===== src/rtl/apd_pkg.sv =====
package apd_pkg;
    localparam int CTRL_W    = 8;
    localparam int EN_BIT    = 1;
    localparam int TURBO_BIT = 3;
    localparam int NSEL      = 3;

    typedef struct packed {
        logic ale;
        logic csi_n;
        logic clkin;
    } bus_in_t;
endpackage


===== src/rtl/apd_sync.sv =====
module apd_sync #(
    parameter int W = 3
) (
    input  logic         clk,
    input  logic         rst_n,
    input  logic [W-1:0] d,
    output logic [W-1:0] s1,
    output logic [W-1:0] s2
);
    typedef struct packed {
        logic [W-1:0] st1;
        logic [W-1:0] st2;
    } sync_t;

    sync_t sync_d, sync_q;

    always_comb begin
        sync_d     = sync_q;
        sync_d.st1 = d;
        sync_d.st2 = sync_q.st1;
    end

    always_ff @(posedge clk or negedge rst_n) begin
        if (!rst_n) sync_q <= '0;
        else        sync_q <= sync_d;
    end

    assign s1 = sync_q.st1;
    assign s2 = sync_q.st2;
endmodule


===== src/rtl/apd_inact_cnt.sv =====
module apd_inact_cnt #(
    parameter int LIMIT = 15,
    localparam int CW   = $clog2(LIMIT + 1)
) (
    input  logic          clk,
    input  logic          rst_n,
    input  logic          en,
    input  logic          ale_s1,
    input  logic          ale_s2,
    input  logic          ck_s1,
    input  logic          ck_s2,
    output logic [CW-1:0] cnt,
    output logic          expired
);
    typedef struct packed {
        logic [CW-1:0] cnt;
    } cnt_st_t;

    cnt_st_t st_d, st_q;
    logic    ale_edge;
    logic    ck_rise;

    always_comb begin
        ale_edge = ale_s1 ^ ale_s2;
        ck_rise  = ck_s1 & ~ck_s2;
        st_d     = st_q;
        if (ale_edge || !en) begin
            st_d.cnt = '0;
        end else if (ck_rise && (st_q.cnt != CW'(LIMIT))) begin
            st_d.cnt = st_q.cnt + CW'(1);
        end
    end

    always_ff @(posedge clk or negedge rst_n) begin
        if (!rst_n) st_q <= '0;
        else        st_q <= st_d;
    end

    assign cnt     = st_q.cnt;
    assign expired = en && (st_q.cnt == CW'(LIMIT));
endmodule


===== src/rtl/apd_ctrl.sv =====
module apd_ctrl
    import apd_pkg::*;
#(
    parameter int              LIMIT    = 15,
    parameter int              AW       = 2,
    parameter logic [AW-1:0]   REG_ADDR = '0
) (
    input  logic              clk,
    input  logic              rst_n,
    input  logic              clkin,
    input  logic              ale,
    input  logic              csi_n,
    input  logic              reg_we,
    input  logic [AW-1:0]     reg_addr,
    input  logic [CTRL_W-1:0] reg_wdata,
    output logic [CTRL_W-1:0] reg_rdata,
    input  logic              prim_req,
    input  logic              sec_req,
    input  logic              sram_req,
    output logic              prim_sel,
    output logic              sec_sel,
    output logic              sram_sel,
    output logic              pd_flag,
    output logic              turbo_off
);
    localparam int CW = $clog2(LIMIT + 1);

    typedef struct packed {
        logic [CTRL_W-1:0] ctrl;
    } reg_st_t;

    bus_in_t          bus_raw, bus_s1, bus_s2;
    reg_st_t          reg_d, reg_q;
    logic             en;
    logic             ale_s1, ale_s2;
    logic             csi_off;
    logic [CW-1:0]    cnt;
    logic             block;
    logic [NSEL-1:0]  req_v, sel_v;

    assign bus_raw = '{ale: ale, csi_n: csi_n, clkin: clkin};

    apd_sync #(.W($bits(bus_in_t))) u_sync (
        .clk   (clk),
        .rst_n (rst_n),
        .d     (bus_raw),
        .s1    (bus_s1),
        .s2    (bus_s2)
    );

    // control register
    always_comb begin
        reg_d = reg_q;
        if (reg_we && (reg_addr == REG_ADDR)) reg_d.ctrl = reg_wdata;
    end

    always_ff @(posedge clk or negedge rst_n) begin
        if (!rst_n) reg_q <= '0;
        else        reg_q <= reg_d;
    end

    assign reg_rdata = (reg_addr == REG_ADDR) ? reg_q.ctrl : '0;
    assign en        = reg_q.ctrl[EN_BIT];
    assign turbo_off = reg_q.ctrl[TURBO_BIT];

    assign ale_s1  = bus_s1.ale;
    assign ale_s2  = bus_s2.ale;
    assign csi_off = bus_s1.csi_n & bus_s2.csi_n;

    apd_inact_cnt #(.LIMIT(LIMIT)) u_cnt (
        .clk     (clk),
        .rst_n   (rst_n),
        .en      (en),
        .ale_s1  (ale_s1),
        .ale_s2  (ale_s2),
        .ck_s1   (bus_s1.clkin),
        .ck_s2   (bus_s2.clkin),
        .cnt     (cnt),
        .expired (pd_flag)
    );

    // memory select gating
    assign block = pd_flag | csi_off;
    assign req_v = {sram_req, sec_req, prim_req};

    for (genvar i = 0; i < NSEL; i++) begin : g_gate
        assign sel_v[i] = req_v[i] & ~block;
    end

    assign prim_sel = sel_v[0];
    assign sec_sel  = sel_v[1];
    assign sram_sel = sel_v[2];
endmodule


===== config.mk =====
export PLATFORM = sky130hd
export DESIGN_NAME = apd_ctrl
export DESIGN_NICKNAME = d
export VERILOG_FILES = /design/src/rtl/apd_pkg.sv /design/src/rtl/apd_sync.sv /design/src/rtl/apd_inact_cnt.sv /design/src/rtl/apd_ctrl.sv
export SDC_FILE = /design/constraint.sdc
export NUM_CORES = 1
export LEC_CHECK = 0
export BUFFER_PORTS_ARGS = -buffer_cell sky130_fd_sc_hd__buf_2
export CORE_MARGIN = 3
export CORE_UTILIZATION = 45
export CTS_CLUSTER_SIZE = 40
export DETAILED_ROUTE_END_ITERATION = 8
export PLACE_DENSITY = 0.76
export SLEW_MARGIN = 5
export SYNTH_ARGS = -nofsm -noshare
export SYNTH_HDL_FRONTEND = slang
export SYNTH_SLANG_ARGS = --single-unit

===== constraint.sdc =====
create_clock -name clk -period 2 [get_ports clk]
set_clock_uncertainty 0.2 [all_clocks]
set_input_delay 0.3 -clock clk [delete_from_list [all_inputs] [get_ports clk]]
set_output_delay 0.3 -clock clk [all_outputs]
set_load 0.03 [all_outputs]

==> flow_summary.toml, run 1 <==
[clocking]
h-tree-depth = 1
clk_pin_slew_worst_paths_ps = 100
cts_buffer_depth = 2
tritoncts = "built"
cts.sinks = 18
insertion_delay_ps = 280
cts-root-buf = "clkbuf_4"
cts_buffers = 3

[logic_synthesis]
postSynthAreaPerCell_um2 = 12.5
ys_types = 20
synthCells = 62
syn_nets = 82
yosysWarnings = 0
synthTopCellsByArea = "dfrtp_1, mux2_1, and2_1"
synth_top_area_share_pct = 58.3
ys_ff_latch = 18
yosys.area.top_type = "dfrtp_1"
netlist_area_um2 = 772
ys_seq_area_share_pct = 58.3

[power]
combPwrFrac_pct = 19.5
p_per_area_nw_per_um2 = 729
seqPwrFrac_pct = 53.2
ir_drop_mv = 0.501
p_clk_share_pct = 27.3
power.internal_uw = 584
p_leak_uw = 0.000533
power_switching_uw = 206
switching_share_pct = 26.1
power_uw = 790

[worst_setup_path]
arrival_ps = 1490
r2r_end = "u_cnt.cnt[1]"
path_cells = "ha_2, and3_4, a22oi_2, and2_4, buf_6"
cpPeakStageDelay_ps = 400
critPathBufInv = 1
cp.required_ps = 1500
path_max_fanout = 3
cp_slowest_cell = "dfrtp_1"
reg2reg_depth = 6
worstSetupStartpoint = "u_cnt.cnt[1]"
r2r_start = "u_cnt.cnt[1]"
cpLargestDelayFamily = "flip-flops"
r2r_setup_slack_ps = 220
startpoint_type = "flop"
worstSetupPathType = "reg -> out"
crit_path_end_kind = "output port"

[routing]
routed_wl_um = 1480
vias = 595
drt_iter0_markers = 8
routedWlPerCell_um = 12.3
dr.pass1.iters = 4
drcViolationCount = 0
antenna_left = 0
viasPerCell = 4.96

[die]
fp.coreArea_um2 = 1560
start_util_pct = 49.5
placementRows = 14
die_area_um2 = 2250
fp.dieH_um = 47.4
io_pins = 32
die_x_um = 47.4

[global_route]
grt_pass1_vias = 523
grt_max_degree = 19
grt_usage_pct = 14.5
overflow = 0
grt_pass1_wl_um = 2180
antenna_found_initial = 0

[sta]
fin_crit_ps = 1990
max_freq_mhz = 503
drv_slew = 0
max-slew-margin-rel_pct = 74.1
holdWs_ps = 25.6
setup_viol = 0
worst_slack_ps = 12.2
setup_tns_ps = 0
finalHoldViolations = 0
grt_setup_unrepaired = "yes"
tightest_slew_ps = 389
fin_crit_sh_pct = 99.4

[hold_path]
hold_path.startpoint = "reg_wdata[4]"
holdPathEnd = "reg_q[4]"
whs_path_depth = 2
min_path_type = "in -> reg"

[run_status]
run_status = "completed"

[final_layout]
drive_gt1_share_pct = 46.2
n_fill_cell = 118
regArea_um2 = 450
instances_no_fill = 120
nNetsFinal = 125
multi_input_area_um2 = 322
diodes = 0
syn_to_final_growth_pct = 40.4

[place]
io_buffer_count = 31
gp_congestion = 0.752
post-dp-hpwl_um = 1020
placed_cells = 108
pre_cts_ws_ps = 148

[run]
maxCapViolations = 0
-- cell families (layout without fill, tap and decap cells) --
| family | count (synthesis) | in the layout | share of synthesized area (%) |
|---|---|---|---|
| compound gates | 9 | 9 | 6.81 |
| xor+xnor | 1 | 1 | 1.13 |
| fa+ha+maj | 1 | 1 | 1.62 |
| buf+inv | 3 | 45 | 2.59 |
| flops | 18 | 18 | 58.3 |
| mux | 8 | 8 | 11.7 |
| simple gates | 22 | 22 | 17.8 |
-- area by class of cell --
type	count	share of cell area [%]
clock buffers	4	3.35
well taps	16	1.85
inverters	1	0.346
repair buffers	40	23.2
flip-flops and latches	18	41.6
multi-input cells	41	29.7
-- flip-flops by register name, indices dropped and copies added (netlist names) --
| name | count |
|---|---|
| u_sync.s1 | 3 |
| u_sync.s2 | 3 |
| reg_q | 8 |
| u_cnt.cnt | 4 |
-- per-layer routing --
metal	GRT usage (%)	routed length (µm)
met2	21.4	702
met4	6.63	10
met3	6.77	112
met1	18.2	652
met5	0	0
-- what timing repair did --
item / 4_1_cts / 5_1_grt
hold buffers: 4 / 0
endpoints found under the setup margin: 4 / 3
pin swaps: 3 / 1
gates resized for setup: 8 / 5
setup buffers: 3 / 1
hold endpoints to repair: 21 / 0
-- Yosys cell counts --
| master | number |
|---|---|
| inv_1 | 1 |
| and2_1 | 12 |
| dfrtp_1 | 18 |
| o31ai_1 | 2 |
| nand2_1 | 1 |
| a21oi_1 | 4 |
| and3_1 | 1 |
| nor2_2 | 1 |
| or3_1 | 3 |
| nand2b_1 | 1 |
| mux2_1 | 8 |
| and2_2 | 1 |
| xnor2_1 | 1 |
| a22oi_1 | 1 |
| buf_2 | 1 |
| nand3_1 | 1 |
| or3b_1 | 1 |
| o21ai_0 | 2 |
| buf_6 | 1 |
| ha_1 | 1 |
-- placed cells by master (no fill, tap or decap), drive strengths merged --
master / instances
a21oi: 4
a22oi: 1
and2: 13
and3: 1
buf: 36
clkbuf: 4
dfrtp: 18
dlygate4sd3: 4
ha: 1
inv: 1
mux2: 8
nand2: 1
nand2b: 1
nand3: 1
nor2: 1
o21ai: 2
o31ai: 2
or3: 3
or3b: 1
xnor2: 1
-- power by group through the flow --
stage / clock network [µW] / registers [µW] / logic, µW
6_report: 215 / 420 / 154
5_1_grt: 245 / 426 / 169
4_1_cts: 229 / 421 / 150
3_5_place_dp: 0 / 428 / 137
3_3_place_gp: 0 / 426 / 135
2_1_floorplan: 0 / 430 / 79.7
-- through the flow --
stage | util [%] | instance area [µm²]
2_1_floorplan | - | 772
3_3_place_gp | 60.2 | 938
3_5_place_dp | 60.2 | 938
4_1_cts | 68.1 | 1060
5_1_grt | 69.5 | 1080
6_report | 69.5 | 1080
-- worst max path at each step --
stage                           to  slack (ps)  cells past startpoint
after floorplan           prim_sel         180                      5
after global placement    prim_sel         220                      5
after detailed placement  sram_sel         150                      5
after CTS                 sram_sel           9                      5
after global routing      sram_sel         -80                      5
final                     sram_sel          10                      5
(Power assumes the default switching activity.)
==> inputs of run 2 (changes only) <==
--- a/config.mk
+++ b/config.mk
@@ -7,10 +7,10 @@
 export LEC_CHECK = 0
 export BUFFER_PORTS_ARGS = -buffer_cell sky130_fd_sc_hd__buf_2
 export CORE_MARGIN = 3
-export CORE_UTILIZATION = 45
+export CORE_UTILIZATION = 49
 export CTS_CLUSTER_SIZE = 40
 export DETAILED_ROUTE_END_ITERATION = 8
-export PLACE_DENSITY = 0.76
+export PLACE_DENSITY = 0.81
 export SLEW_MARGIN = 5
 export SYNTH_ARGS = -nofsm -noshare
 export SYNTH_HDL_FRONTEND = slang
==> constraint.sdc (replaced) <==
create_clock -name clk -period 2.4 [get_ports clk]
set_clock_uncertainty 0.2 [all_clocks]
set_input_delay 0.36 -clock clk [delete_from_list [all_inputs] [get_ports clk]]
set_output_delay 0.36 -clock clk [all_outputs]
set_load 0.03 [all_outputs]
==> run 2 against run 1 <==
  * Worst setup slack improved by 160 ps
  * Flip-flop and latch count did not move
  * Design area fell by 8.4%
  * Combinational power fell by 24%
  * Critical path depth did not move
  * Cell count fell by 5.8%
  * Clock-buffer cell count fell by 1
  * Sequential power fell by 17%
  * Core utilization rose by 2.3 points
  * Power fell by 23%
  * Via count fell by 4.7%
  * Critical path type unchanged
  * Critical endpoint unchanged
  * Highest routed layer unchanged
==> flow_summary.toml, run 2 (synthesized netlist as in run 1, its figures left out) <==
[clocking]
cts.sinks = 18
h-tree-depth = 1
insertion_delay_ps = 280
tritoncts = "built"
post_cts_buffers = 0
cts_buffer_depth = 2
clk_pin_slew_worst_paths_ps = 90
cts-root-buf = "clkbuf_4"
cts_buffers = 3

[sta]
grt_setup_unrepaired = "no"
drv_slew = 0
max-slew-margin-rel_pct = 74.1
setup_tns_ps = 0
tightest_slew_ps = 389
max_freq_mhz = 448
holdWs_ps = 84.1
fin_crit_ps = 2230
fin_crit_sh_pct = 93.0
finalHoldViolations = 0
setup_viol = 0

[run_status]
run_status = "completed"

[hold_path]
holdPathEnd = "reg_q[0]"
whs_path_depth = 2
hold_path.startpoint = "reg_wdata[0]"
min_path_type = "in -> reg"

[worst_setup_path]
worstSetupPathType = "reg -> out"
cp.required_ps = 1840
path_max_fanout = 7
arrival_ps = 1670
startpoint_type = "flop"
reg2reg_depth = 4
r2r_setup_slack_ps = 790
r2r_start = "u_cnt.cnt[0]"
crit_path_end_kind = "output port"
r2r_end = "u_cnt.cnt[1]"

[power]
ir_drop_mv = 0.349
p_leak_uw = 0.000492
p_per_area_nw_per_um2 = 614

[routing]
routed_wl_um = 1430
drt_iter0_markers = 7
drcViolationCount = 0
antenna_left = 0
dr.pass1.iters = 4
viasPerCell = 5.02
vias = 567
routedWlPerCell_um = 12.7

[final_layout]
largest-register = "reg_q"
drive_gt1_share_pct = 36.7
regArea_um2 = 450
final_common_cell = "buf_2"
largest_register_ffs = 8
layout_common_cells = "buf_2, dfrtp_1, and2_1"
diodes = 0
n_fill_cell = 117
nNetsFinal = 120
multi_input_area_um2 = 302
syn_to_final_growth_pct = 28.5

[die]
die_x_um = 45.7
fp.dieH_um = 45.7
start_util_pct = 55.8
fp.coreArea_um2 = 1380
placementRows = 13
die_area_um2 = 2090
io_pins = 32

[global_route]
overflow = 0
grt_max_degree = 19
grt_pass1_vias = 511
grt_usage_pct = 15.3
grt_pass1_wl_um = 2160
antenna_found_initial = 0

[place]
gp_congestion = 0.688
post-dp-hpwl_um = 1090
io_buffer_count = 31

[run]
maxCapViolations = 0
-- run 2: cell types whose count changed in the layout (fill, tap and decap cells not counted), moves of 3 or more --
cell | previous run | this run
and2_1 | 9 | 12
and2_4 | 3 | 0
buf_2 | 28 | 31
buf_4 | 5 | 0
buf_6 | 3 | 0
-- run 2: worst max-delay path, stage by stage, from the launching register on --
cell and delay, ps:
dfrtp_1 410, ha_1 220, and3_1 200, a22oi_1 210
and2_1 160, buf_2 190
-- run 2: per-stage QoR --
step / area [µm²] / instances / total power (µW) / utilization, % / setup WS (ps)
floorplan: 772 / 62 / 425 / - / 519
global placement: 930 / 106 / 466 / 67.2 / 559
detailed placement: 930 / 106 / 470 / 67.2 / 466
CTS: 992 / 113 / 619 / 71.8 / 144
global route: 992 / 113 / 643 / 71.8 / 40.4
finish: 992 / 113 / 610 / 71.8 / 168
-- run 2: worst max-delay path by stage --
stage	slack, ps	depth (start not counted)	from	endpoint
5_1_grt	40	5	u_cnt.cnt[0]	sram_sel
2_1_floorplan	520	5	u_cnt.cnt[0]	prim_sel
4_1_cts	140	5	u_cnt.cnt[0]	sram_sel
3_5_place_dp	470	5	u_cnt.cnt[0]	sram_sel
6_report	170	5	u_cnt.cnt[0]	sram_sel
3_3_place_gp	560	5	u_cnt.cnt[0]	sec_sel
-- run 2: power breakdown --
group / leakage [µW] / switching (µW) / total, µW / internal [µW]
clock: 0.0000138 / 85.0 / 143 / 58.2
combinational: 0.000258 / 66.5 / 117 / 50.1
sequential: 0.000220 / 15.1 / 350 / 335
total: 0.000492 / 167 / 610 / 443
-- run 2: final cells by class --
class / count / share of cell area, %
tap: 15 / 1.89
sequential: 18 / 45.4
timing repair buffer: 35 / 19.7
inverter: 1 / 0.378
multi-input combinational: 41 / 30.4
clock buffer: 3 / 2.27
-- run 2: what timing repair did --
action	4_1_cts	5_1_grt
hold endpoints to repair	21	0
gates resized for setup	0	0
hold buffers	4	0
-- run 2: routing by layer --
layer,vias up,part of all wire [%],track usage (%)
li1,284,-,-
met1,258,41,18.2
met2,21,49,25.1
met3,4,7.6,2.37
met4,0,2.3,10.2
met5,-,0,0
==> inputs of run 3 (changes only) <==
--- a/config.mk
+++ b/config.mk
@@ -6,11 +6,14 @@
 export NUM_CORES = 1
 export LEC_CHECK = 0
 export BUFFER_PORTS_ARGS = -buffer_cell sky130_fd_sc_hd__buf_2
+export CORE_ASPECT_RATIO = 1.1
 export CORE_MARGIN = 3
 export CORE_UTILIZATION = 49
+export CTS_CLUSTER_DIAMETER = 200
 export CTS_CLUSTER_SIZE = 40
 export DETAILED_ROUTE_END_ITERATION = 8
 export PLACE_DENSITY = 0.81
+export RECOVER_POWER = 50
 export SLEW_MARGIN = 5
 export SYNTH_ARGS = -nofsm -noshare
 export SYNTH_HDL_FRONTEND = slang
==> run 3 against run 2 <==
  * Register-to-register slack is essentially flat
  * Sequential power is essentially flat
  * Global-route usage shrank 1.1 points
  * Fmax grew 1.2%
  * Combinational power is essentially flat
  * Critical path type unchanged
==> flow_summary.toml, run 3 (synthesized netlist as in run 1, its figures left out) <==
[run_status]
run_status = "completed"

[global_route]
overflow = 0
antenna_found_initial = 0
grt_usage_pct = 14.1
grt_max_degree = 19
grt_pass1_vias = 544
grt_pass1_wl_um = 2170

[final_layout]
nNetsFinal = 120
layout_common_cells = "buf_2, dfrtp_1, and2_1"
final_common_cell = "buf_2"
drive_gt1_share_pct = 36.4
instances_no_fill = 115
n_fill_cell = 99
diodes = 0
syn_to_final_growth_pct = 30.3
largest_register_ffs = 8
largest-register = "reg_q"

[worst_setup_path]
path_cells = "ha_1, and3_1, a22oi_1, and2_1, buf_2"
cpPeakStageDelay_ps = 410
path_max_fanout = 7
reg2reg_depth = 4
arrival_ps = 1640
worstSetupPathType = "reg -> out"
startpoint_type = "flop"
crit_path_end_kind = "output port"
cp_slowest_cell = "dfrtp_1"
r2r_setup_slack_ps = 780
cp.required_ps = 1840

[routing]
drcViolationCount = 0
drt_iter0_markers = 5
antenna_left = 0
routedWlPerCell_um = 11.3
routed_wl_um = 1300
vias = 570
dr.pass1.iters = 4
viasPerCell = 4.96

[power]
p_clk_share_pct = 26.9
power_switching_uw = 163
ir_drop_mv = 0.591
combPwrFrac_pct = 18.1
power_uw = 639
switching_share_pct = 25.5
p_leak_uw = 0.000497
p_per_area_nw_per_um2 = 636
seqPwrFrac_pct = 55.0
power.internal_uw = 477

[clocking]
cts_buffer_depth = 2
cts_buffers = 3
h-tree-depth = 1
cts.sinks = 18
clk_pin_slew_worst_paths_ps = 90
cts-root-buf = "clkbuf_4"
insertion_delay_ps = 270
tritoncts = "built"

[sta]
fin_crit_ps = 2200
finalHoldViolations = 0
holdWs_ps = 97.1
grt_setup_unrepaired = "no"
worst_slack_ps = 196
setup_tns_ps = 0
fin_crit_sh_pct = 91.9
max_freq_mhz = 454
tightest_slew_ps = 920
max-slew-margin-rel_pct = 38.7
setup_viol = 0
drv_slew = 0

[die]
die_area_um2 = 2090
fp.coreArea_um2 = 1420
start_util_pct = 54.4
fp.dieH_um = 47.6
die_x_um = 43.8
placementRows = 14
io_pins = 32

[place]
pre_cts_ws_ps = 489
gp_congestion = 0.715
io_buffer_count = 31
post-dp-hpwl_um = 1040
placed_cells = 107

[hold_path]
whs_path_depth = 2
min_path_type = "in -> reg"

[run]
maxCapViolations = 0
## run 3: cell types whose count changed in the layout (fill, tap and decap cells not counted)
cell      before  now
clkbuf_1       0    1
clkbuf_8       0    1
buf_2         31   30
## run 3: cell type report
cell class	count	area [µm²]	share of cell area (%)
Sequential cell	18	450	44.8
Multi-Input combinational cell	41	302	30.0
Timing Repair Buffer	35	194	19.3
Clock buffer	4	36.3	3.61
Tap cell	16	20.0	1.99
Inverter	1	3.75	0.373
## run 3: critical path, delay by kind of cell (launching register included)
| family | cells | cell delay [ps] |
|---|---|---|
| simple gates | 2 | 350 |
| fa+ha+maj | 1 | 210 |
| buf+inv | 1 | 190 |
| flops | 1 | 410 |
| compound gates | 1 | 200 |
## run 3: path summary, 6_finish.rpt
kind                                    from      endpoint
min in group asynchronous              rst_n  u_cnt.cnt[3]
worst min register to register  u_sync.s1[0]  u_sync.s2[0]
worst max-delay path            u_cnt.cnt[0]       sec_sel
max in group asynchronous              rst_n  u_sync.s2[1]
worst min-delay path            reg_wdata[5]      reg_q[5]
worst max register to register  u_cnt.cnt[0]  u_cnt.cnt[1]
## run 3: metrics by stage
step,util (%),instance area [µm²]
6_report,70.9,1010
5_1_grt,70.9,1010
4_1_cts,71.0,1010
3_5_place_dp,65.6,931
3_3_place_gp,65.6,931
2_1_floorplan,-,772
## run 3: routing by layer
metal / up-vias / global-route usage, % / wire, µm / share of wire, %
li1: 283 / - / - / -
met4: 0 / 3.61 / 14 / 1.1
met2: 25 / 24.7 / 600 / 46
met5: - / 0 / 0 / 0
met3: 2 / 4.14 / 123 / 9.4
met1: 260 / 17.3 / 565 / 43
## run 3: timing repair
item | in CTS | in global routing
hold endpoints to repair | 21 | 0
setup buffers | 0 | 0
hold buffers | 4 | 0
gates resized for setup | 0 | 0
## run 3: power groups by stage
stage          clock (µW)  sequential (µW)  combinational (µW)
6_report              172              352                 116
4_1_cts               180              352                 119
2_1_floorplan           0              359                66.4
5_1_grt               198              356                 127
3_5_place_dp            0              358                 113
3_3_place_gp            0              356                 111
